### src/rtl/intr_pkg.sv
package intr_pkg;
  localparam int IDX_W = 6;

  typedef enum logic [1:0] {
    LVL_DISARMED = 2'd0,
    LVL_ARMED    = 2'd1,
    LVL_WAITING  = 2'd2,
    LVL_ACTIVE   = 2'd3
  } lvl_state_e;

  typedef enum logic [2:0] {
    OP_NOP     = 3'd0,
    OP_ARM     = 3'd1,
    OP_DISARM  = 3'd2,
    OP_ENABLE  = 3'd3,
    OP_DISABLE = 3'd4,
    OP_ARM_EN  = 3'd5,
    OP_TRIGGER = 3'd6,
    OP_CLEAR   = 3'd7
  } cmd_op_e;

  typedef enum logic [1:0] {
    OFF_IDLE = 2'd0,
    OFF_REQ  = 2'd1,
    OFF_HOLD = 2'd2
  } offer_state_e;
endpackage

### src/rtl/intr_level.sv
module intr_level
  import intr_pkg::*;
(
  input  logic       clk_i,
  input  logic       rst_ni,
  input  logic       sig_i,
  input  logic       arm_i,
  input  logic       disarm_i,
  input  logic       en_set_i,
  input  logic       en_clr_i,
  input  logic       act_i,
  input  logic       clr_i,
  input  logic       clr_arm_i,
  output lvl_state_e state_o,
  output logic       en_o
);
  lvl_state_e state_q, state_d;
  logic       en_q;

  always_comb begin
    state_d = state_q;
    unique case (state_q)
      LVL_DISARMED: if (arm_i) state_d = LVL_ARMED;
      LVL_ARMED: begin
        if (disarm_i)   state_d = LVL_DISARMED;
        else if (sig_i) state_d = LVL_WAITING;
      end
      LVL_WAITING: begin
        if (act_i)         state_d = LVL_ACTIVE;
        else if (disarm_i) state_d = LVL_DISARMED;
      end
      LVL_ACTIVE: if (clr_i) state_d = clr_arm_i ? LVL_ARMED : LVL_DISARMED;
      default: state_d = LVL_DISARMED;
    endcase
  end

  always_ff @(posedge clk_i or negedge rst_ni) begin
    if (!rst_ni) begin
      state_q <= LVL_DISARMED;
      en_q    <= 1'b0;
    end else begin
      state_q <= state_d;
      if (en_set_i)      en_q <= 1'b1;
      else if (en_clr_i) en_q <= 1'b0;
    end
  end

  assign state_o = state_q;
  assign en_o    = en_q;
endmodule

### src/rtl/intr_prio_sel.sv
module intr_prio_sel
  import intr_pkg::*;
#(
  parameter int NUM_LEVELS = 16,
  parameter int GRP_SIZE   = 4,
  parameter int INH_W      = 2
) (
  input  logic [NUM_LEVELS-1:0] pending_i,
  input  logic [NUM_LEVELS-1:0] enable_i,
  input  logic [NUM_LEVELS-1:0] active_i,
  input  logic [INH_W-1:0]      inh_i,
  output logic                  cand_vld_o,
  output logic [IDX_W-1:0]      cand_idx_o
);
  logic [NUM_LEVELS-1:0] inh_blk;
  logic [NUM_LEVELS-1:0] above_act;
  logic [NUM_LEVELS-1:0] elig;

  for (genvar i = 0; i < NUM_LEVELS; i++) begin : g_inh
    localparam int Grp = i / GRP_SIZE;
    if (Grp < INH_W) begin : g_map
      assign inh_blk[i] = inh_i[Grp];
    end else begin : g_free
      assign inh_blk[i] = 1'b0;
    end
  end

  // a level is held back by any active level of equal or higher priority
  always_comb begin
    logic seen;
    seen = 1'b0;
    for (int i = 0; i < NUM_LEVELS; i++) begin
      seen         = seen | active_i[i];
      above_act[i] = seen;
    end
  end

  assign elig = pending_i & enable_i & ~inh_blk & ~above_act;

  always_comb begin
    cand_vld_o = 1'b0;
    cand_idx_o = '0;
    for (int i = NUM_LEVELS - 1; i >= 0; i--) begin
      if (elig[i]) begin
        cand_vld_o = 1'b1;
        cand_idx_o = IDX_W'(i);
      end
    end
  end
endmodule

### src/rtl/intr_offer.sv
module intr_offer
  import intr_pkg::*;
#(
  parameter int          ADDR_W   = 12,
  parameter logic [11:0] LOC_BASE = 12'h040
) (
  input  logic              clk_i,
  input  logic              rst_ni,
  input  logic              cand_vld_i,
  input  logic [IDX_W-1:0]  cand_idx_i,
  input  logic              bus_gnt_i,
  input  logic              cpu_intpt_i,
  input  logic              cpu_ack_i,
  output logic              bus_req_o,
  output logic              loc_valid_o,
  output logic [IDX_W-1:0]  loc_idx_o,
  output logic [ADDR_W-1:0] loc_addr_o,
  output logic              act_o
);
  offer_state_e st_q;
  logic [IDX_W-1:0] idx_q;

  always_ff @(posedge clk_i or negedge rst_ni) begin
    if (!rst_ni) begin
      st_q  <= OFF_IDLE;
      idx_q <= '0;
    end else begin
      unique case (st_q)
        OFF_IDLE: if (cand_vld_i) st_q <= OFF_REQ;
        OFF_REQ: begin
          if (!cand_vld_i) st_q <= OFF_IDLE;
          else if (bus_gnt_i && cpu_intpt_i) begin
            st_q  <= OFF_HOLD;
            idx_q <= cand_idx_i;
          end
        end
        OFF_HOLD: if (cpu_ack_i) st_q <= OFF_IDLE;
        default: st_q <= OFF_IDLE;
      endcase
    end
  end

  assign bus_req_o   = (st_q == OFF_REQ);
  assign loc_valid_o = (st_q == OFF_HOLD);
  assign loc_idx_o   = idx_q;
  assign loc_addr_o  = ADDR_W'(LOC_BASE) + ADDR_W'(idx_q);
  assign act_o       = loc_valid_o && cpu_ack_i;
endmodule

### src/rtl/intr_ctrl.sv
module intr_ctrl
  import intr_pkg::*;
#(
  parameter int          NUM_LEVELS = 16,
  parameter int          GRP_SIZE   = 4,
  parameter int          INH_W      = 2,
  parameter int          ADDR_W     = 12,
  parameter logic [11:0] LOC_BASE   = 12'h040
) (
  input  logic                  clk_i,
  input  logic                  rst_ni,
  input  logic [NUM_LEVELS-1:0] irq_i,
  input  logic                  cmd_valid_i,
  input  logic [2:0]            cmd_op_i,
  input  logic [IDX_W-1:0]      cmd_idx_i,
  input  logic                  cmd_arg_i,
  input  logic [INH_W-1:0]      cmd_inh_i,
  output logic                  bus_req_o,
  input  logic                  bus_gnt_i,
  input  logic                  cpu_intpt_i,
  output logic                  loc_valid_o,
  output logic [ADDR_W-1:0]     loc_addr_o,
  output logic [IDX_W-1:0]      loc_idx_o,
  input  logic                  cpu_ack_i,
  input  logic [INH_W-1:0]      cpu_inh_i,
  output logic [INH_W-1:0]      inh_o,
  output logic [NUM_LEVELS-1:0] pending_o,
  output logic [NUM_LEVELS-1:0] active_o
);
  cmd_op_e               op;
  logic [NUM_LEVELS-1:0] cmd_oh, loc_oh, en_vec;
  logic                  cand_vld, act_pulse, clr_hit;
  logic [IDX_W-1:0]      cand_idx;
  logic [INH_W-1:0]      inh_q;

  assign op = cmd_op_e'(cmd_op_i);

  for (genvar i = 0; i < NUM_LEVELS; i++) begin : g_lvl
    lvl_state_e st;
    logic       is_tgt;

    assign cmd_oh[i] = (cmd_idx_i == IDX_W'(i));
    assign loc_oh[i] = (loc_idx_o == IDX_W'(i));
    assign is_tgt    = cmd_valid_i && cmd_oh[i];

    intr_level u_lvl (
      .clk_i     (clk_i),
      .rst_ni    (rst_ni),
      .sig_i     (irq_i[i] || (is_tgt && op == OP_TRIGGER)),
      .arm_i     (is_tgt && (op == OP_ARM || op == OP_ARM_EN)),
      .disarm_i  (is_tgt && op == OP_DISARM),
      .en_set_i  (is_tgt && (op == OP_ENABLE || op == OP_ARM_EN)),
      .en_clr_i  (is_tgt && op == OP_DISABLE),
      .act_i     (act_pulse && loc_oh[i]),
      .clr_i     (is_tgt && op == OP_CLEAR),
      .clr_arm_i (cmd_arg_i),
      .state_o   (st),
      .en_o      (en_vec[i])
    );

    assign pending_o[i] = (st == LVL_WAITING);
    assign active_o[i]  = (st == LVL_ACTIVE);
  end

  assign clr_hit = cmd_valid_i && op == OP_CLEAR && |(cmd_oh & active_o);

  intr_prio_sel #(
    .NUM_LEVELS (NUM_LEVELS),
    .GRP_SIZE   (GRP_SIZE),
    .INH_W      (INH_W)
  ) u_sel (
    .pending_i  (pending_o),
    .enable_i   (en_vec),
    .active_i   (active_o),
    .inh_i      (inh_q),
    .cand_vld_o (cand_vld),
    .cand_idx_o (cand_idx)
  );

  intr_offer #(
    .ADDR_W   (ADDR_W),
    .LOC_BASE (LOC_BASE)
  ) u_offer (
    .clk_i       (clk_i),
    .rst_ni      (rst_ni),
    .cand_vld_i  (cand_vld),
    .cand_idx_i  (cand_idx),
    .bus_gnt_i   (bus_gnt_i),
    .cpu_intpt_i (cpu_intpt_i),
    .cpu_ack_i   (cpu_ack_i),
    .bus_req_o   (bus_req_o),
    .loc_valid_o (loc_valid_o),
    .loc_idx_o   (loc_idx_o),
    .loc_addr_o  (loc_addr_o),
    .act_o       (act_pulse)
  );

  // acknowledge wins over a clear in the same cycle
  always_ff @(posedge clk_i or negedge rst_ni) begin
    if (!rst_ni)        inh_q <= '0;
    else if (act_pulse) inh_q <= cpu_inh_i;
    else if (clr_hit)   inh_q <= cmd_inh_i;
  end

  assign inh_o = inh_q;
endmodule

### config.mk
export PLATFORM = sky130hd
export DESIGN_NAME = intr_ctrl
export DESIGN_NICKNAME = d
export VERILOG_FILES = /design/src/rtl/intr_pkg.sv /design/src/rtl/intr_level.sv /design/src/rtl/intr_prio_sel.sv /design/src/rtl/intr_offer.sv /design/src/rtl/intr_ctrl.sv
export SDC_FILE = /design/constraint.sdc
export NUM_CORES = 1
export LEC_CHECK = 0
export ABC_CLOCK_PERIOD_IN_PS = 3600
export BUFFER_PORTS_ARGS = -buffer_cell sky130_fd_sc_hd__buf_4
export CAP_MARGIN = 20
export CORE_MARGIN = 1.5
export CORE_UTILIZATION = 50
export DETAILED_ROUTE_END_ITERATION = 8
export HOLD_SLACK_MARGIN = 0.12
export MAX_ROUTING_LAYER = met4
export PLACE_DENSITY = 0.73
export SYNTH_ARGS = -nofsm -noshare
export SYNTH_HDL_FRONTEND = slang
export SYNTH_HIERARCHICAL = 1
export SYNTH_SLANG_ARGS = --single-unit
### constraint.sdc
create_clock -name clk_i -period 3.6 [get_ports clk_i]
set_input_delay 0 -clock clk_i [delete_from_list [all_inputs] [get_ports clk_i]]
set_output_delay 0 -clock clk_i [all_outputs]
set_load 0.01 [all_outputs]
==> reports/metrics.csv <==
stage;metric;value;unit
final_layout;filler cell count;816;
worst_setup_path;Startpoint Class;flip-flop;
yosys;post-synthesis instance total;582;
clocking;Post-CTS Hold Buffers;8;
floorplanning;die extent in y;99.2;microns
global_routing;Tot GR Track Use;33.1;%
pwr;worst IR drop on VDD;175;uV
global_routing;initial antenna violation count;0;
sta;setup TNS;0;ns
worst_setup_path;worst reg2reg setup slack;0.89;ns
sta;achievable frequency;369;MHz
clocking;H-Tree Depth;3;
routing;Pre-antenna DRT Iters;5;
place;RD Place Congestion;0.981;
floorplanning;core area;0.00885;sq mm
final_layout;commonest cells after routing, fill and taps aside;nor2_1, buf_4, dfrtp_1, nand2_1, and2_1;
worst_setup_path;critical path, cell by cell;nand2_1 > inv_1 > or4_4 > nor3_1 > o21ai_0 > nand3b_1 > nand2b_4 > nor2_4 > mux2_2;
sta;fin crit share;75.2;%
yosys;Seq/Total Area, Yosys;31.4;%
worst_setup_path;Critical Path AT;2.93;ns
clocking;CTS tree;yes;
sta;Final min period;2.71;ns
job;max-cap check violation count;0;
routing;post-DR vias/cell;6.05;
floorplanning;Die Width;99.2;microns
min_path;Hold Crit Class;in2reg;
yosys;Synth top area share;31.4;%
global_routing;first-pass GRT wire length;24200;microns
yosys;Synth Warn #;6;
sta;Final Hold Viols;0;
global_routing;vias in the first global route;4686;
routing;Vias;4685;
clocking;Post-CTS Setup Bufs;0;
clocking;CTS root buf;clkbuf_8;
final_layout;fin nets;699;
sta;clock skew;0.00744;ns
sta;relative slew slack;32.4;%
routing;Iter 0 DRT Violations;413;
place;DP HPWL;10900;microns
clocking;Worst-path clk slew;0.06;ns
final_layout;most common cell after layout, fill and taps aside;nor2_1;
routing;drt wl/cell;19.4;microns
final_layout;final core occ;62.3;%
pwr;power density cells;299;mW/mm^2
global_routing;total grt overflow;0;
floorplanning;I/O pin count;90;
worst_setup_path;critical path class;reg2reg;
sta;Slew @ Worst Pin;1.01;ns
yosys;Netlist cell types;60;
yosys;flops & latches, synth;58;
yosys;main flop type after synthesis;dfrtp_1;
sta;endpoints failing setup;0;
floorplanning;initial core utilization;52.3;%
floorplanning;Die ar.;0.00984;sq mm
worst_setup_path;crit-path max cell delay;0.58;ns
yosys;Cell Area, Synth;0.00463;sq mm
floorplanning;Site Rows;34;
clocking;# resized after CTS;0;
routing;drc violations;0;
routing;Post-DRT Antenna Nets;0;
final_layout;share of post-route cells with drive strength above 1;22.2;%
global_routing;largest net degree at the start of global routing;59;
place;Port Buf Inserts;83;
sta;unrepaired setup endpoints after global routing;no;
status;status;completed;
final_layout;Area growth, synth to finish;19.2;%
final_layout;ant diodes;0;
routing;final WL;15000;microns
pwr;leak pwr;2.47;nW
yosys;async set-reset flop share out of synthesis;100;%
sta;Final Max Slew Viols;0;
yosys;cell taking the most area after synthesis;dfrtp_1;
clocking;total CTS buffers;9;
yosys;synthesized area per cell;7.95;sq um
worst_setup_path;CP max-delay cell;or4_4;
worst_setup_path;CP required;3.82;ns
yosys;number of synthesized flops with an enable pin;0;
clocking;clk sinks;58;
clocking;Worst-Skew Late Latency;0.34;ns
clocking;CTS Buffer Depth;2;
worst_setup_path;CP Max Fanout;7;
worst_setup_path;Critical Path End Type;flip-flop;
yosys;top post-synthesis cells by area;dfrtp_1, nor2_1, mux4_2, and2_1, nand2_1;
==> layer usage <==
layer | vias to the layer above | track usage [%] | wire [microns]
met5 | - | - | 0
met4 | 0 | 15.5 | 590
met3 | 52 | 3.79 | 1200
met2 | 266 | 51.2 | 6950
met1 | 2218 | 43.9 | 6290
li1 | 2149 | - | -
==> critical path, delay by kind of cell (launching register included) <==
family | cells | cell delay (ns)
AND/OR/NAND/NOR | 6 | 1.46
flip-flops | 1 | 0.44
multiplexers | 1 | 0.36
AO/OA/AOI/OAI | 1 | 0.22
buffers and inverters | 1 | 0.09
==> registers in the layout, indices dropped and copies added (netlist names) <==
| register | cells |
|---|---|
| u_offer/loc_idx_o | 6 |
| inh_o | 2 |
| g_lvl.u_lvl/state_o | 32 |
| g_lvl.u_lvl/en_o | 16 |
| u_offer/st_q | 2 |
==> metrics by stage <==
stage	worst slack, ns	cell area (sq um)	instances	hold slack (ns)	power, mW
after global placement	1.04	5250	752	0.123	1.05
after detailed placement	0.936	5250	752	0.125	1.06
after global routing	0.685	5520	775	0.128	1.73
after floorplan	1.14	4650	587	-0.296	0.924
after CTS	0.920	5520	775	0.124	1.66
final	0.892	5520	775	0.133	1.65
==> Yosys cell counts (all sizes together) (5+ instances only) <==
cell    count
nand2      41
buf        16
and2       33
nor2      135
nand3b      6
nand2b     22
a31oi      18
nor2b      20
a21o       18
nor3       15
nand3       7
mux4       16
inv        39
o21ai      24
or4         5
a21oi      25
mux2        7
o21bai     17
dfrtp      58
clkbuf     10
==> report_power, final <==
group          switching [mW]  internal [mW]  leakage, nW  total [mW]
combinational           0.175          0.150         1.57       0.325
sequential             0.0404          0.691        0.798       0.732
clock                   0.261          0.333       0.0962       0.594
==> worst paths after layout <==
| path | from | end | depth (start not counted) |
|---|---|---|---|
| max | g_lvl[0].u_lvl/state_o[0] | u_offer/loc_idx_o[3] | 9 |
| min in group asynchronous | rst_ni | inh_o[0] | 2 |
| min reg2reg | g_lvl[4].u_lvl/en_o | g_lvl[4].u_lvl/en_o | 1 |
| max reg2reg | g_lvl[0].u_lvl/state_o[0] | u_offer/loc_idx_o[3] | 9 |
| min | bus_gnt_i | u_offer/st_q[1] | 4 |
| max in group asynchronous | rst_ni | inh_o[1] | 2 |
==> final cells by class <==
type / instances / area (sq um) / share of cell area [%]
well taps: 108 / 135 / 2.45
clock inverters: 3 / 40.0 / 0.726
clock buffers: 12 / 145 / 2.63
inverters: 39 / 146 / 2.65
multi-input cells: 464 / 2900 / 52.5
flip-flops and latches: 58 / 1450 / 26.3
repair buffers: 91 / 703 / 12.7
==> cells by family after synthesis <==
| logic type | count (synthesis) | share of synthesized area (%) |
|---|---|---|
| AND/OR/NAND/NOR | 308 | 34.6 |
| XOR/XNOR | 1 | 0.189 |
| flip-flops | 58 | 31.4 |
| other | 3 | 0.243 |
| buffers and inverters | 65 | 6.46 |
| multiplexers | 25 | 9.92 |
| AO/OA/AOI/OAI | 122 | 17.3 |
Note: power is estimated with default switching activity, not from simulation.
